File: src/rtl/vt_pkg.sv
package vt_pkg;
  parameter int DEF_NUM_VEC = 256;
  parameter int DEF_WORD_W  = 32;

  // Lowest set bit of a word; returns its position, found flag separate.
  function automatic int unsigned first_set_pos(input logic [DEF_WORD_W-1:0] w);
    int unsigned pos;
    pos = 0;
    for (int i = DEF_WORD_W - 1; i >= 0; i--) begin
      if (w[i]) pos = i;
    end
    return pos;
  endfunction
endpackage

File: src/rtl/vt_lowest_set.sv
module vt_lowest_set #(
  parameter int WORDS  = 8,
  parameter int WORD_W = 32,
  localparam int BIT_W = $clog2(WORD_W),
  localparam int SEL_W = $clog2(WORDS),
  localparam int IDX_W = BIT_W + SEL_W
) (
  input  logic [WORDS*WORD_W-1:0] bits,
  output logic                    found,
  output logic [IDX_W-1:0]        idx
);
  logic [WORDS-1:0] word_any;
  logic [BIT_W-1:0] word_pos [WORDS];

  for (genvar w = 0; w < WORDS; w++) begin : g_word
    logic [WORD_W-1:0] slice;
    assign slice       = bits[w*WORD_W +: WORD_W];
    assign word_any[w] = |slice;
    always_comb begin
      word_pos[w] = '0;
      for (int b = WORD_W - 1; b >= 0; b--) begin
        if (slice[b]) word_pos[w] = BIT_W'(b);
      end
    end
  end

  always_comb begin
    found = |word_any;
    idx   = '0;
    for (int w = WORDS - 1; w >= 0; w--) begin
      if (word_any[w]) idx = {SEL_W'(w), word_pos[w]};
    end
  end
endmodule

File: src/rtl/vt_word_next.sv
module vt_word_next #(
  parameter int WORD_W = 32,
  localparam int BIT_W = $clog2(WORD_W)
) (
  input  logic [WORD_W-1:0] pend_cur,
  input  logic [WORD_W-1:0] serv_cur,
  input  logic [WORD_W-1:0] trig_cur,
  input  logic              req_hit,
  input  logic [BIT_W-1:0]  req_bit,
  input  logic              req_lvl,
  input  logic              ack_hit,
  input  logic [BIT_W-1:0]  ack_bit,
  input  logic              eoi_hit,
  input  logic [BIT_W-1:0]  eoi_bit,
  output logic [WORD_W-1:0] pend_nxt,
  output logic [WORD_W-1:0] serv_nxt,
  output logic [WORD_W-1:0] trig_nxt
);
  logic [WORD_W-1:0] req_oh, ack_oh, eoi_oh;

  assign req_oh = WORD_W'(1) << req_bit;
  assign ack_oh = WORD_W'(1) << ack_bit;
  assign eoi_oh = WORD_W'(1) << eoi_bit;

  always_comb begin
    pend_nxt = pend_cur;
    serv_nxt = serv_cur;
    trig_nxt = trig_cur;
    // request first, then acknowledge clear overrides it
    if (req_hit) begin
      pend_nxt = pend_nxt | req_oh;
      trig_nxt = req_lvl ? (trig_nxt | req_oh) : (trig_nxt & ~req_oh);
    end
    if (ack_hit) pend_nxt = pend_nxt & ~ack_oh;
    // retire first, then acknowledge set overrides it
    if (eoi_hit) serv_nxt = serv_nxt & ~eoi_oh;
    if (ack_hit) serv_nxt = serv_nxt | ack_oh;
  end
endmodule

File: src/rtl/vt_tracker.sv
module vt_tracker #(
  parameter int NUM_VEC = vt_pkg::DEF_NUM_VEC,
  parameter int WORD_W  = vt_pkg::DEF_WORD_W,
  localparam int WORDS  = NUM_VEC / WORD_W,
  localparam int BIT_W  = $clog2(WORD_W),
  localparam int SEL_W  = $clog2(WORDS),
  localparam int IDX_W  = BIT_W + SEL_W
) (
  input  logic              clk,
  input  logic              rst,
  input  logic              req_valid,
  input  logic [IDX_W-1:0]  req_vec,
  input  logic              req_level,
  input  logic              ack_req,
  input  logic              eoi,
  input  logic              sw_enable,
  input  logic [SEL_W-1:0]  rd_word,
  output logic              irq,
  output logic              ack_valid,
  output logic              ack_none,
  output logic [IDX_W-1:0]  ack_vec,
  output logic [IDX_W-1:0]  ppr_vec,
  output logic              ppr_idle,
  output logic [WORD_W-1:0] rd_pend,
  output logic [WORD_W-1:0] rd_serv,
  output logic [WORD_W-1:0] rd_trig
);
  logic [WORD_W-1:0] pend_q [WORDS];
  logic [WORD_W-1:0] serv_q [WORDS];
  logic [WORD_W-1:0] trig_q [WORDS];
  logic [WORD_W-1:0] pend_d [WORDS];
  logic [WORD_W-1:0] serv_d [WORDS];
  logic [WORD_W-1:0] trig_d [WORDS];

  logic [NUM_VEC-1:0] pend_flat, serv_flat;
  logic               pend_any, serv_any;
  logic [IDX_W-1:0]   pend_idx, serv_idx;
  logic               ack_fire, eoi_fire;

  for (genvar w = 0; w < WORDS; w++) begin : g_flat
    assign pend_flat[w*WORD_W +: WORD_W] = pend_q[w];
    assign serv_flat[w*WORD_W +: WORD_W] = serv_q[w];
  end

  vt_lowest_set #(.WORDS(WORDS), .WORD_W(WORD_W)) u_pend_pick (
    .bits(pend_flat), .found(pend_any), .idx(pend_idx)
  );
  vt_lowest_set #(.WORDS(WORDS), .WORD_W(WORD_W)) u_serv_pick (
    .bits(serv_flat), .found(serv_any), .idx(serv_idx)
  );

  assign ack_fire = ack_req & sw_enable & pend_any;
  assign eoi_fire = eoi & serv_any;

  for (genvar w = 0; w < WORDS; w++) begin : g_upd
    logic req_hit, ack_hit, eoi_hit;
    assign req_hit = req_valid & (req_vec[IDX_W-1:BIT_W] == SEL_W'(w));
    assign ack_hit = ack_fire  & (pend_idx[IDX_W-1:BIT_W] == SEL_W'(w));
    assign eoi_hit = eoi_fire  & (serv_idx[IDX_W-1:BIT_W] == SEL_W'(w));
    vt_word_next #(.WORD_W(WORD_W)) u_next (
      .pend_cur(pend_q[w]), .serv_cur(serv_q[w]), .trig_cur(trig_q[w]),
      .req_hit(req_hit), .req_bit(req_vec[BIT_W-1:0]), .req_lvl(req_level),
      .ack_hit(ack_hit), .ack_bit(pend_idx[BIT_W-1:0]),
      .eoi_hit(eoi_hit), .eoi_bit(serv_idx[BIT_W-1:0]),
      .pend_nxt(pend_d[w]), .serv_nxt(serv_d[w]), .trig_nxt(trig_d[w])
    );
  end

  always_ff @(posedge clk) begin
    if (rst) begin
      for (int w = 0; w < WORDS; w++) begin
        pend_q[w] <= '0;
        serv_q[w] <= '0;
        trig_q[w] <= '0;
      end
      ack_valid <= 1'b0;
      ack_none  <= 1'b1;
      ack_vec   <= '0;
      rd_pend   <= '0;
      rd_serv   <= '0;
      rd_trig   <= '0;
    end else begin
      for (int w = 0; w < WORDS; w++) begin
        pend_q[w] <= pend_d[w];
        serv_q[w] <= serv_d[w];
        trig_q[w] <= trig_d[w];
      end
      ack_valid <= ack_req;
      ack_none  <= ~ack_fire;
      ack_vec   <= ack_fire ? pend_idx : '0;
      rd_pend   <= pend_q[rd_word];
      rd_serv   <= serv_q[rd_word];
      rd_trig   <= trig_q[rd_word];
    end
  end

  assign irq      = pend_any & (~serv_any | (pend_idx < serv_idx));
  assign ppr_idle = ~serv_any;
  assign ppr_vec  = serv_any ? serv_idx : '0;
endmodule

File: config.mk
export PLATFORM = sky130hd
export DESIGN_NAME = vt_tracker
export DESIGN_NICKNAME = d
export VERILOG_FILES = /design/src/rtl/vt_pkg.sv /design/src/rtl/vt_lowest_set.sv /design/src/rtl/vt_word_next.sv /design/src/rtl/vt_tracker.sv
export SDC_FILE = /design/constraint.sdc
export NUM_CORES = 2
export LEC_CHECK = 0
export BUFFER_PORTS_ARGS = -buffer_cell sky130_fd_sc_hd__buf_2
export CAP_MARGIN = 30
export CORE_MARGIN = 5
export CORE_UTILIZATION = 42
export DETAILED_ROUTE_END_ITERATION = 10
export GPL_ROUTABILITY_DRIVEN = 0
export HOLD_SLACK_MARGIN = 0.1
export PLACE_DENSITY_LB_ADDON = 0.1
export REMOVE_ABC_BUFFERS = 1
export SLEW_MARGIN = 40
export SYNTH_ARGS = -nofsm -noshare
export SYNTH_HDL_FRONTEND = slang
export SYNTH_SLANG_ARGS = --single-unit
File: constraint.sdc
create_clock -name clk -period 6.2 [get_ports clk]
set_clock_uncertainty 0.15 [all_clocks]
set_input_delay 0 -clock clk [delete_from_list [all_inputs] [get_ports clk]]
set_output_delay 0 -clock clk [all_outputs]
set_load 0.02 [all_outputs]
Word level (Yosys, flattened, before mapping):

Memories as Yosys holds them, arrays and structs flattened. A register that Yosys moved wholly into a read port is not among the register bits.
Cells that the tools add are included.
W data, S select, Z words.

* bits in registers: 10
* RAM bits: 768
* output and inout port bits: 116
* word-level logic and storage cells: 763
* memories: 3

* order comparisons: 1
* equality and inequality tests: 21
* shift operators: 3
* mux-type cells: 604
* bitwise logic cells: 106
* reductions and logical operators: 22

Memory list
* pend_q: depth 8, bits a word 32, read ports 9, clocked after Yosys merged registers in 1, write ports 8, RTL line vt_tracker.sv:28 `logic [WORD_W-1:0] pend_q [WORDS];`
* serv_q: depth 8, bits a word 32, read ports 9, clocked after Yosys merged registers in 1, write ports 8, RTL line vt_tracker.sv:29 `logic [WORD_W-1:0] serv_q [WORDS];`
* trig_q: depth 8, bits a word 32, read ports 9, clocked after Yosys merged registers in 1, write ports 8, RTL line vt_tracker.sv:30 `logic [WORD_W-1:0] trig_q [WORDS];`

Operator list (count)
* $mux W5: 512
* $mux W32: 72
* $and A32 B32 Y32: 24
* $or A32 B32 Y32: 24
* $reduce_or A256 Y1: 2
* $reduce_or A32 Y1: 16
* $mux W8: 17
* $not A32 Y32: 3
* $shl A1 B5 Y32 const A: 3
* $eq A3 B3 Y1 const B: 12
* $and A1 B1 Y1: 28
* $or A1 B1 Y1: 25
* $eq A3 B2 Y1 const B: 6
* $eq A3 B1 Y1 const B: 3
* $logic_not A3 Y1: 3
* $lt A8 B8 Y1: 1
* $mux W1: 3
* $not A1 Y1: 2
* $reduce_or A2 Y1: 1

Longest topological paths before layout:

* depth in word-level cells: 47
* gate-level depth with buffers: 14
* gate-level depth less buffers: 14

Cells and area by module:

A second synthesis with hierarchy kept.

* cell total of the unflattened synthesis: 5582
* area, all modules: 48175.0 um^2

Modules (own cells, without submodules)
* vt_tracker: times used 1, cells an instance 2488, area each 29204.3 um^2, seq. area each 17496.8 um^2
* vt_word_next: times used 8, cells an instance 242, area each 1529.0 um^2, seq. area each 0.0 um^2
* vt_lowest_set: times used 2, cells an instance 579, area each 3369.5 um^2, seq. area each 0.0 um^2

Worst setup path after synthesis:

Ideal clock, no wire load.

* path type: register -> output
* start: memory pend_q[3][20]
* end: output irq
* data arrival time: 3.568 ns
* data required time: 6.050 ns
* setup slack: 2.482 ns
* cell stages (with the launch flop): 14
* cells stage by stage: dfxtp_1 > or4_1 > or4_1 > or2_0 > buf_2 > o211ai_1 > nand4_1 > o32a_2 > nand2_2 > ha_1 > nand3_1 > a21o_1 > nand3_1 > a21oi_1

RTL lines
* from (decl): RTL line vt_tracker.sv:28
* to (decl): RTL line vt_tracker.sv:18 `output logic irq,`

==> reports/metrics.yaml <==
synthesis:
  syn_area_um2: 44500
  synthArstFlopShare_pct: 0
  yosysWarnings: 0
  yosys_most_used_dff: "dfxtp_1"
  postSynthAreaPerCell_um2: 8.56
  synthDistinctLibCells: 93
  yosysSeqAreaShare_pct: 39.3
  syn_inst: 5201
  ys_ff_latch: 874
  synth_edf_count: 0
layout:
  regArea_um2: 17500
  drive_gt1_share_pct: 14.5
  layout_common_cells: "874 x dfxtp_1, 560 x a21oi_1, 521 x nand2_1"
  fillCellCount: 10100
  fin_nets: 5217
  areaGrowthSynthToFinish_pct: 13.9
  multi_input_area_um2: 25400
  final_common_cell: "dfxtp_1"
  final_util_pct: 48.1
clock_tree:
  cts_hold_buf: 34
  root_buffer: "clkbuf_16"
  ctsResizeCount: 0
  postCtsSetupRepairBufs: 0
  cts_tree: "built"
  cts-htree-levels: 3
  cts_sinks: 874
  clk_pin_slew_ps: 50
  cts_buffer_depth: 3
  cts_buffers: 101
  clock_latency_ps: 710
sta:
  rsz0062_at_grt: "false"
  period_share_pct: 96.0
  min_period_ps: 5950
  slew_headroom_pct: 32.3
  setup_viol: 0
  worstMarginPinSlew_ps: 1010
  slew_violations: 0
  finalHoldViolCount: 0
  max_freq_ghz: 0.168
  setup_tns_ps: 0
detailed_routing:
  avgViaCountPerCell: 6.73
  finalWirelength_mm: 199
  avgRoutedWirePerCell_um: 29.8
  first_pass_iters: 8
  antenna_left: 0
  dr_total_vias: 44900
  drtIter0Drc: 6940
  drc: 0
floorplanning:
  die_w_um: 336
  fp.dieH_um: 336
  num_rows: 119
  core_um2: 105000
  dieArea_um2: 113000
  start_util_pct: 42.3
  ios: 134
flow_run:
  maxCapViolCount: 0
worst_setup_path:
  endpoint_kind: "primary output"
  crit_type: "flip-flop to primary output"
  worstPathCellList: "nor4_1 > nor4b_1 > o211ai_1 > a21boi_0 > o21ai_2 > a21oi_2 > ha_1 > a21o_1 > a21o_1 > a21oi_1 > nand3_1 > a21oi_1 > buf_2"
  crit_arrival_ps: 5800
  cp_top_family: "compound AO/OA/AOI/OAI gates"
  cp_max_fo: 6
  slowest_delay_ps: 840
  cp.buffers_inverters: 1
  ff2ff_setup_slack_ps: 810
  crit_slowest_cell: "nor4b_1"
  start_kind: "flip-flop"
  critPathRequiredTime_ps: 6050
power:
  switchingPower_mw: 3.68
  clock_power_share_pct: 46.2
  total_power_mw: 13.2
  p_per_area_nw_per_um2: 260
  p_int_mw: 9.47
  peakVddDrop_uv: 185
  power_leakage_nw: 17.0
  p_comb_share_pct: 10.9
  p_seq_share_pct: 42.9
  swShare_pct: 28.0
placement:
  hpwl_mm: 138
  io_buffers: 133
global_route:
  grt_pass1_wl_mm: 289
  grt_overflow_total: 0
  grt_use_total_pct: 33.9
  grt_pass1_vias: 40600
  antenna_found_initial: 5
  grt_start_max_net_pins: 176
min_path:
  min_path_type: "primary input to flip-flop"
status:
  status: "completed"
## synth_stat cells (all sizes together), types with 6 or more instances
master     n  area share [%]
a21boi    13            0.22
clkbuf   360             3.0
o22ai     11            0.19
mux4     192             9.7
o221ai     6            0.12
a21o      10            0.17
o21a       6            0.10
o41ai      8            0.16
a31oi     28            0.39
a211oi   226             3.8
nand4     38            0.53
a221oi    40            0.90
nor2b     36            0.51
inv      106            0.90
or4       60             1.0
a2111oi   20            0.41
a311o      7            0.16
a211o      6            0.12
dfxtp    874              39
nand2    525             4.4
and2      30            0.46
o211ai   177             3.0
nor2     422             3.6
or2       17            0.24
o311ai    86             1.7
o21ai    382             4.3
nor3     106             1.2
nand3    301             3.4
buf       62            0.62
o21bai    13            0.22
o32ai     15            0.30
nor4     163             2.5
mux2i    106             2.4
ha         7            0.20
nand2b    43            0.60
a21oi    563             6.4
a311oi     7            0.14
and3      14            0.20
or3       15            0.21
nor4b      7            0.19
o2111ai    7            0.14
o31ai     27            0.46
## power by group through the flow
stage / Clock (mW) / Combinational [mW] / Sequential (mW)
after CTS: 6.13 / 1.36 / 5.64
after detailed placement: 0 / 1.35 / 5.76
after global placement: 0 / 1.33 / 5.76
final: 6.08 / 1.43 / 5.64
after floorplan: 0 / 0.578 / 5.76
after global routing: 6.37 / 1.46 / 5.64
## per-layer routing
layer  share of wire (%)  track usage (%)  vias up  wire (um)
met4                 3.6             11.0        4       7250
li1                    -                -    19700          -
met5               0.014                0        -         27
met2                  40             46.3     2957      79700
met3                  13             11.1      407      26500
met1                  43             50.1    21800      85300
## worst paths after layout
| path | to | startpoint | depth (start not counted) |
|---|---|---|---|
| setup / recovery | irq | pend_q[6][28] | 13 |
| hold / removal | flip-flop | rst | 3 |
| setup reg to reg | serv_q[0][15] | pend_q[6][28] | 11 |
| hold reg to reg | flip-flop | flip-flop | 2 |
## logic make-up (layout without fill, tap and decap cells)
family / count (synthesis) / count (layout) / share of synthesized area [%]
buffers and inverters: 528 / 600 / 4.55
muxes: 298 / 298 / 12.1
AOI/OAI and AO/OA: 1695 / 1695 / 24.2
and+or+nand+nor: 1799 / 1799 / 19.6
DFF: 874 / 874 / 39.3
other: 0 / 2 / 0
adders and majority gates: 7 / 7 / 0.197
## per-stage QoR
step / setup WS [ps] / instance area [um^2] / hold WS (ps) / cells
finish: 249 / 50700 / 170 / 6666
global route: 170 / 50700 / 219 / 6664
CTS: 554 / 50500 / 150 / 6660
detailed placement: 1220 / 46900 / 201 / 6442
global placement: 693 / 46600 / 198 / 6435
floorplan: 680 / 42900 / -83.8 / 4779
## worst register-to-register path: stages, from the launching register on
cell,delay (ps)
dfxtp_1,350
nor4_1,720
nor4b_1,840
o211ai_1,370
nor4bb_1,390
nor4_1,130
o211a_1,520
inv_2,240
nand2_1,300
nor2_2,580
nand2_1,450
o21ai_0,300
## final cells by class
| type | count | share of cell area, % |
|---|---|---|
| clock buffer | 152 | 5.82 |
| inverter | 106 | 0.800 |
| clock inverter | 32 | 0.689 |
| timing repair buffer | 310 | 4.64 |
| multi-input combinational | 3799 | 50.1 |
| antenna | 2 | 0.00988 |
| sequential | 874 | 34.5 |
| tap | 1391 | 3.43 |
Note: power is estimated with default switching activity, not from simulation.
